`src/rtl/claim_tag_pkg.sv`:
```
package claim_tag_pkg;

  localparam int unsigned REG_W    = 64;
  localparam int unsigned MAX_TAGS = 32;

  typedef enum logic {
    VIEW_SET = 1'b0,
    VIEW_CLR = 1'b1
  } view_e;

  typedef logic [REG_W-1:0] reg_word_t;

endpackage

```
`src/rtl/claim_tag_rst_sync.sv`:
```
module claim_tag_rst_sync #(
  parameter int unsigned STAGES = 2
) (
  input  logic clk,
  input  logic rst_n_in,
  output logic rst_n_out
);

  logic [STAGES-1:0] sync_q;
  logic [STAGES-1:0] sync_d;

  always_comb begin
    sync_d = {sync_q[STAGES-2:0], 1'b1};
  end

  always_ff @(posedge clk or negedge rst_n_in) begin
    if (!rst_n_in) begin
      sync_q <= '0;
    end else begin
      sync_q <= sync_d;
    end
  end

  assign rst_n_out = sync_q[STAGES-1];

endmodule

```
`src/rtl/claim_tag_port.sv`:
```
module claim_tag_port
  import claim_tag_pkg::*;
#(
  parameter int unsigned NUM_TAGS = 8
) (
  input  logic                clk,
  input  logic                rst_n,
  input  logic                sel,
  input  logic                wr,
  input  logic                view,
  input  reg_word_t           wdata,
  input  logic [NUM_TAGS-1:0] tags,
  output logic [NUM_TAGS-1:0] set_req,
  output logic [NUM_TAGS-1:0] clr_req,
  output reg_word_t           rdata
);

  view_e view_q;
  logic  wr_hit;
  logic  rd_hit;
  logic  unused_wdata_hi;

  assign view_q          = view_e'(view);
  assign wr_hit          = sel && wr;
  assign rd_hit          = sel && !wr;
  assign unused_wdata_hi = ^wdata[REG_W-1:NUM_TAGS];

  // Write decode: only the implemented slice reaches the tag state.
  always_comb begin
    set_req = '0;
    clr_req = '0;
    if (wr_hit) begin
      if (view_q == VIEW_SET) begin
        set_req = wdata[NUM_TAGS-1:0];
      end else begin
        clr_req = wdata[NUM_TAGS-1:0];
      end
    end
  end

  // Read mux: set view returns the implemented mask, clear view the live tags.
  always_comb begin
    rdata = '0;
    if (rd_hit) begin
      if (view_q == VIEW_SET) begin
        rdata[NUM_TAGS-1:0] = '1;
      end else begin
        rdata[NUM_TAGS-1:0] = tags;
      end
    end
  end

  // upper half never carries data
  a_r1_upper_zero : assert property (@(posedge clk) disable iff (!rst_n)
    rdata[REG_W-1:MAX_TAGS] == '0);

  // no read, no data
  a_r10_idle_quiet : assert property (@(posedge clk) disable iff (!rst_n)
    !rd_hit |-> (rdata == '0));

  // clear-view read is empty above the implemented tags
  a_r6_clr_view_bounds : assert property (@(posedge clk) disable iff (!rst_n)
    (rd_hit && view_q == VIEW_CLR) |-> (rdata[REG_W-1:NUM_TAGS] == '0));

  // clear-view read follows the tag state
  a_r4_clr_view_live : assert property (@(posedge clk) disable iff (!rst_n)
    (rd_hit && view_q == VIEW_CLR) |-> (rdata[NUM_TAGS-1:0] == tags));

  // set-view read is the full implemented mask
  a_r2_set_view_mask : assert property (@(posedge clk) disable iff (!rst_n)
    (rd_hit && view_q == VIEW_SET) |-> (rdata[NUM_TAGS-1:0] == {NUM_TAGS{1'b1}}));

endmodule

```
`src/rtl/claim_tag_state.sv`:
```
module claim_tag_state #(
  parameter int unsigned NUM_TAGS  = 8,
  parameter int unsigned NUM_PORTS = 2
) (
  input  logic                               clk,
  input  logic                               rst_n,
  input  logic [NUM_PORTS-1:0][NUM_TAGS-1:0] set_req,
  input  logic [NUM_PORTS-1:0][NUM_TAGS-1:0] clr_req,
  output logic [NUM_TAGS-1:0]                tags
);

  logic [NUM_TAGS-1:0] set_all;
  logic [NUM_TAGS-1:0] clr_all;
  logic [NUM_TAGS-1:0] tags_nxt;
  logic                tags_en;

  // Merge requests from all ports.
  always_comb begin
    set_all = '0;
    clr_all = '0;
    for (int p = 0; p < NUM_PORTS; p++) begin
      set_all = set_all | set_req[p];
      clr_all = clr_all | clr_req[p];
    end
  end

  // Clear first, then set: a set on the same bit wins.
  always_comb begin
    tags_en  = (|set_all) || (|clr_all);
    tags_nxt = (tags & ~clr_all) | set_all;
  end

  always_ff @(posedge clk or negedge rst_n) begin
    if (!rst_n) begin
      tags <= '0;
    end else if (tags_en) begin
      tags <= tags_nxt;
    end
  end

  // every requested set is present next cycle
  a_r3_set_lands : assert property (@(posedge clk) disable iff (!rst_n)
    (|set_all) |=> ((tags & $past(set_all)) == $past(set_all)));

  // a clear with no competing set leaves the bit low
  a_r5_clear_lands : assert property (@(posedge clk) disable iff (!rst_n)
    (|(clr_all & ~set_all)) |=> ((tags & $past(clr_all & ~set_all)) == '0));

  // conflicting set and clear resolve to one
  a_r8_set_beats_clear : assert property (@(posedge clk) disable iff (!rst_n)
    (|(clr_all & set_all)) |=> ((tags & $past(clr_all & set_all)) == $past(clr_all & set_all)));

  // without requests the tags hold
  a_r11_hold : assert property (@(posedge clk) disable iff (!rst_n)
    (!(|set_all) && !(|clr_all)) |=> $stable(tags));

  // reset leaves no tag raised
  a_r7_reset_clear : assert property (@(posedge clk)
    !rst_n |-> (tags == '0));

endmodule

```
`src/rtl/claim_tag_regs.sv`:
```
module claim_tag_regs
  import claim_tag_pkg::*;
#(
  parameter int unsigned NUM_TAGS = 8
) (
  input  logic        clk,
  input  logic        rst_n,
  input  logic        sys_sel,
  input  logic        sys_wr,
  input  logic        sys_view,
  input  logic [63:0] sys_wdata,
  output logic [63:0] sys_rdata,
  input  logic        ext_sel,
  input  logic        ext_wr,
  input  logic        ext_view,
  input  logic [63:0] ext_wdata,
  output logic [63:0] ext_rdata
);

  localparam int unsigned NUM_PORTS = 2;
  localparam int unsigned P_SYS     = 0;
  localparam int unsigned P_EXT     = 1;

  logic                               rst_n_int;
  logic [NUM_TAGS-1:0]                tags;
  logic [NUM_PORTS-1:0][NUM_TAGS-1:0] set_req;
  logic [NUM_PORTS-1:0][NUM_TAGS-1:0] clr_req;
  logic [NUM_PORTS-1:0]               p_sel;
  logic [NUM_PORTS-1:0]               p_wr;
  logic [NUM_PORTS-1:0]               p_view;
  reg_word_t                          p_wdata [NUM_PORTS];
  reg_word_t                          p_rdata [NUM_PORTS];

  claim_tag_rst_sync #(
    .STAGES(2)
  ) u_rst_sync (
    .clk      (clk),
    .rst_n_in (rst_n),
    .rst_n_out(rst_n_int)
  );

  assign p_sel[P_SYS]   = sys_sel;
  assign p_wr[P_SYS]    = sys_wr;
  assign p_view[P_SYS]  = sys_view;
  assign p_wdata[P_SYS] = sys_wdata;
  assign p_sel[P_EXT]   = ext_sel;
  assign p_wr[P_EXT]    = ext_wr;
  assign p_view[P_EXT]  = ext_view;
  assign p_wdata[P_EXT] = ext_wdata;
  assign sys_rdata      = p_rdata[P_SYS];
  assign ext_rdata      = p_rdata[P_EXT];

  for (genvar g = 0; g < NUM_PORTS; g++) begin : g_port
    claim_tag_port #(
      .NUM_TAGS(NUM_TAGS)
    ) u_port (
      .clk    (clk),
      .rst_n  (rst_n_int),
      .sel    (p_sel[g]),
      .wr     (p_wr[g]),
      .view   (p_view[g]),
      .wdata  (p_wdata[g]),
      .tags   (tags),
      .set_req(set_req[g]),
      .clr_req(clr_req[g]),
      .rdata  (p_rdata[g])
    );
  end

  claim_tag_state #(
    .NUM_TAGS (NUM_TAGS),
    .NUM_PORTS(NUM_PORTS)
  ) u_state (
    .clk    (clk),
    .rst_n  (rst_n_int),
    .set_req(set_req),
    .clr_req(clr_req),
    .tags   (tags)
  );

  // both ports see identical clear-view data when reading together
  a_r9_shared_state : assert property (@(posedge clk) disable iff (!rst_n_int)
    (sys_sel && !sys_wr && sys_view && ext_sel && !ext_wr && ext_view)
      |-> (sys_rdata == ext_rdata));

endmodule

```
`config.mk`:
```
export PLATFORM = sky130hd
export DESIGN_NAME = claim_tag_regs
export DESIGN_NICKNAME = d
export VERILOG_FILES = /design/src/rtl/claim_tag_pkg.sv /design/src/rtl/claim_tag_rst_sync.sv /design/src/rtl/claim_tag_port.sv /design/src/rtl/claim_tag_state.sv /design/src/rtl/claim_tag_regs.sv
export SDC_FILE = /design/constraint.sdc
export NUM_CORES = 1
export LEC_CHECK = 0
export ABC_AREA = 1
export CAP_MARGIN = 20
export CORE_AREA = 2 2 104 106
export CTS_CLUSTER_SIZE = 25
export DETAILED_ROUTE_END_ITERATION = 16
export DIE_AREA = 0 0 106 108
export SYNTH_ARGS = -nofsm -noshare
export SYNTH_HDL_FRONTEND = slang
export SYNTH_SLANG_ARGS = --single-unit
```
`constraint.sdc`:
```
create_clock -name clk -period 0.8 [get_ports clk]
set_clock_uncertainty 0.05 [all_clocks]
set_input_delay 0.16 -clock clk [delete_from_list [all_inputs] [get_ports clk]]
set_output_delay 0.16 -clock clk [all_outputs]
set_load 0.01 [all_outputs]
```
==> flow_summary.yaml <==
cts:
  htreeDepth: 1
  root_buffer: "clkbuf_8"
  clock_sinks: 10
  cts_tree: "yes"
  clkSlewWorstSetupHoldPaths_ps: 50
  holdBufCountCts: 0
  cts_made_buffers: 3
  cts.path.max_buffers: 2
  latest_clock_arrival_within_the_worst_skew_pair_ps: 230
global_routing:
  grt_util_all_layers_pct: 7.11
  grt.overflow.total: 0
  antenna_violations_before_repair: 1
  grt_pass1_vias: 1252
  grt_pass1_wl_mm: 6.20
  grt_max_degree: 10
layout:
  fillCellCount: 1192
  post_route_cells_drive_above_1_share_pct: 31.1
  multiInputGateArea_um2: 1010
  layout.cell_area.non_filler_um2: 2220
  mostFrequentLayoutCell: "conb_1"
  final_cell_mix: "conb_1 (113), nand2_1 (51), nor2_1 (23), buf_2 (20)"
  final_net_count: 469
  fin_util_pct: 21.7
  area.growth.synth_to_final_pct: 29.1
  final_cells: 468
  register_area_um2: 250
die:
  placementRows: 37
  placeableCoreArea_um2: 10200
  fp.dieW_um: 106
  initial_util_pct: 16.8
  floorplan.die_area_um2: 11400
  die_height_um: 108
  ios: 264
synthesis:
  synth.ff_latch_count: 10
  netlist-cell-type-count: 13
  synth_top_area_share_pct: 48.9
  syn_area_um2: 1720
  yosys_warnings: 0
  synth_top_cells_by_area: "buf_4 (49%), dfrtp_1 (15%), nand2_1 (12%), inv_1 (5.2%), nor2_1 (5.2%)"
  synth-seq-area-share_pct: 14.6
  netlist_instances: 266
  synth_area_per_cell_um2: 6.46
  synth_area_leader_cell: "buf_4"
critical_path:
  critical_path_required_ps: 590
  reg2reg_slack_ps: -110
  worst_r2r_path_depth: 4
  crit_path_kind: "flip-flop to primary output"
  worstPathArrival_ps: 940
  path_max_fanout: 2
  startpoint_type: "flip-flop"
  critical_path.endpoint_type: "primary output"
  r2r-start: "u_state.tags[2]$_DFFE_PN0P_"
  timing.rr.end: "u_state.tags[2]$_DFFE_PN0P_"
place:
  dpl_worst_slack_ps: -1150
  gp_routability_congestion: 0.844
  dp.cells: 459
  buffer_ports.inserted: 39
  place_area_um2: 1990
  dp_hpwl_mm: 3.37
route:
  wl_met1_mm: 1.91
  drt-wirelength-per-cell_um: 8.87
  met2_length_mm: 1.81
  finalWirelength_mm: 4.15
  dr.pass1.iters: 5
  drc: 0
  vias: 1433
  maxUsedRoutingLayer: "met4"
  drt_iter0_drc: 52
  routed_wire_length_on_met3_um: 421
  antenna_left: 0
  post_drt_via_cell_ratio: 3.06
sta:
  final_hold_viol_count: 0
  final_min_period_over_clock_period_pct: 143
  report.final.setup_viol: 17
  timing.final.max_slew_violations: 0
  minimum_clock_period_after_layout_ps: 1150
  fmaxAchievable_mhz: 871
  post-route-worst-setup-slack_ps: -348
  setup_repair_after_global_routing_missed_its_margin: "yes"
run_status:
  violations: "negative setup slack"
  outcome: "complete, but fails checks"
pwr:
  sequentialPowerShare_pct: 27.7
  intPower_w: 0.00143
  proportion_of_power_drawn_by_combinational_gates_pct: 50.8
  power.switching_w: 0.000978
  vdd.ir_drop.worst_v: 0.000672
  p_sw_share_pct: 40.6
  power.static_leakage_nw: 1.32
  power_per_cell_area_nw_per_um2: 1080
  power_frac_clock_pct: 21.6
flow_run:
  maxCapViolCount: 0
hold_path:
  timing.hold.worst.class: "primary input to asynchronous set/reset pin"
## stage by stage
step / total power (W) / setup TNS, ps / hold slack, ps
final: 0.00241 / -5250 / 40.0
after CTS: 0.00233 / -5020 / 38.3
after global placement: 0.00171 / -23750 / 96.2
after floorplan: 0.00162 / -332 / -186
after detailed placement: 0.00170 / -23180 / 98.8
after global routing: 0.00259 / -6110 / 47.4
## synthesized netlist by cell type (all sizes together)
| cell type | count |
|---|---|
| a21oi | 16 |
| nor2 | 24 |
| nand3 | 8 |
| nand2 | 60 |
| buf | 116 |
| dfrtp | 10 |
| conb | 2 |
| inv | 30 |
## power by group through the flow
stage	Sequential, W	Combinational (W)	Clock [W]
floorplan	0.000640	0.000980	0
global placement	0.000654	0.00105	0
detailed placement	0.000653	0.00105	0
CTS	0.000659	0.00114	0.000533
global route	0.000676	0.00136	0.000558
finish	0.000666	0.00122	0.000519
## logic make-up after synthesis
group | count (synthesis) | synth area share (%)
flops | 10 | 14.6
compound gates | 16 | 4.66
simple gates | 92 | 21.5
buf+inv | 146 | 58.8
other cells | 2 | 0.437
## timing repair
item                                   CTS  global route
buffers inserted                         5             3
pin swaps                               18             7
endpoints found under the hold margin    0             0
setup endpoints to repair               24            24
gates resized for setup                156            19
gates cloned                             1             1
## flip-flops by register name, indices dropped and copies added (netlist names)
name and cells:
u_state.tags 8, u_rst_sync.sync_q 2
## worst max-delay path by stage
stage,endpoint,cells past startpoint,startpoint
after floorplan,sys_rdata[0],3,sys_view
after global placement,ext_rdata[0],5,ext_sel
after detailed placement,ext_rdata[7],5,ext_sel
after CTS,ext_rdata[2],3,u_state.tags[2]$_DFFE_PN0P_
after global routing,sys_rdata[2],3,u_state.tags[2]$_DFFE_PN0P_
final,sys_rdata[2],3,u_state.tags[2]$_DFFE_PN0P_
## critical path, stage by stage, from the launching register on
cell     delay, ps
dfrtp_1        350
inv_2           60
a21oi_2        140
buf_2          150
## cell type report
cell class	instances	area share (%)
inverters	30	5.98
multi-input cells	221	45.7
well taps	136	7.67
diodes	1	0.113
clock buffers	3	1.86
repair buffers	67	27.5
flip-flops and latches	10	11.3
## per-layer routing
| layer | vias up | global-route usage (%) |
|---|---|---|
| li1 | 702 | - |
| met1 | 631 | 9.66 |
| met2 | 98 | 11.3 |
| met3 | 2 | 2.35 |
| met4 | 0 | 0.940 |
| met5 | - | 0 |
Note: power is estimated with default switching activity, not from simulation.
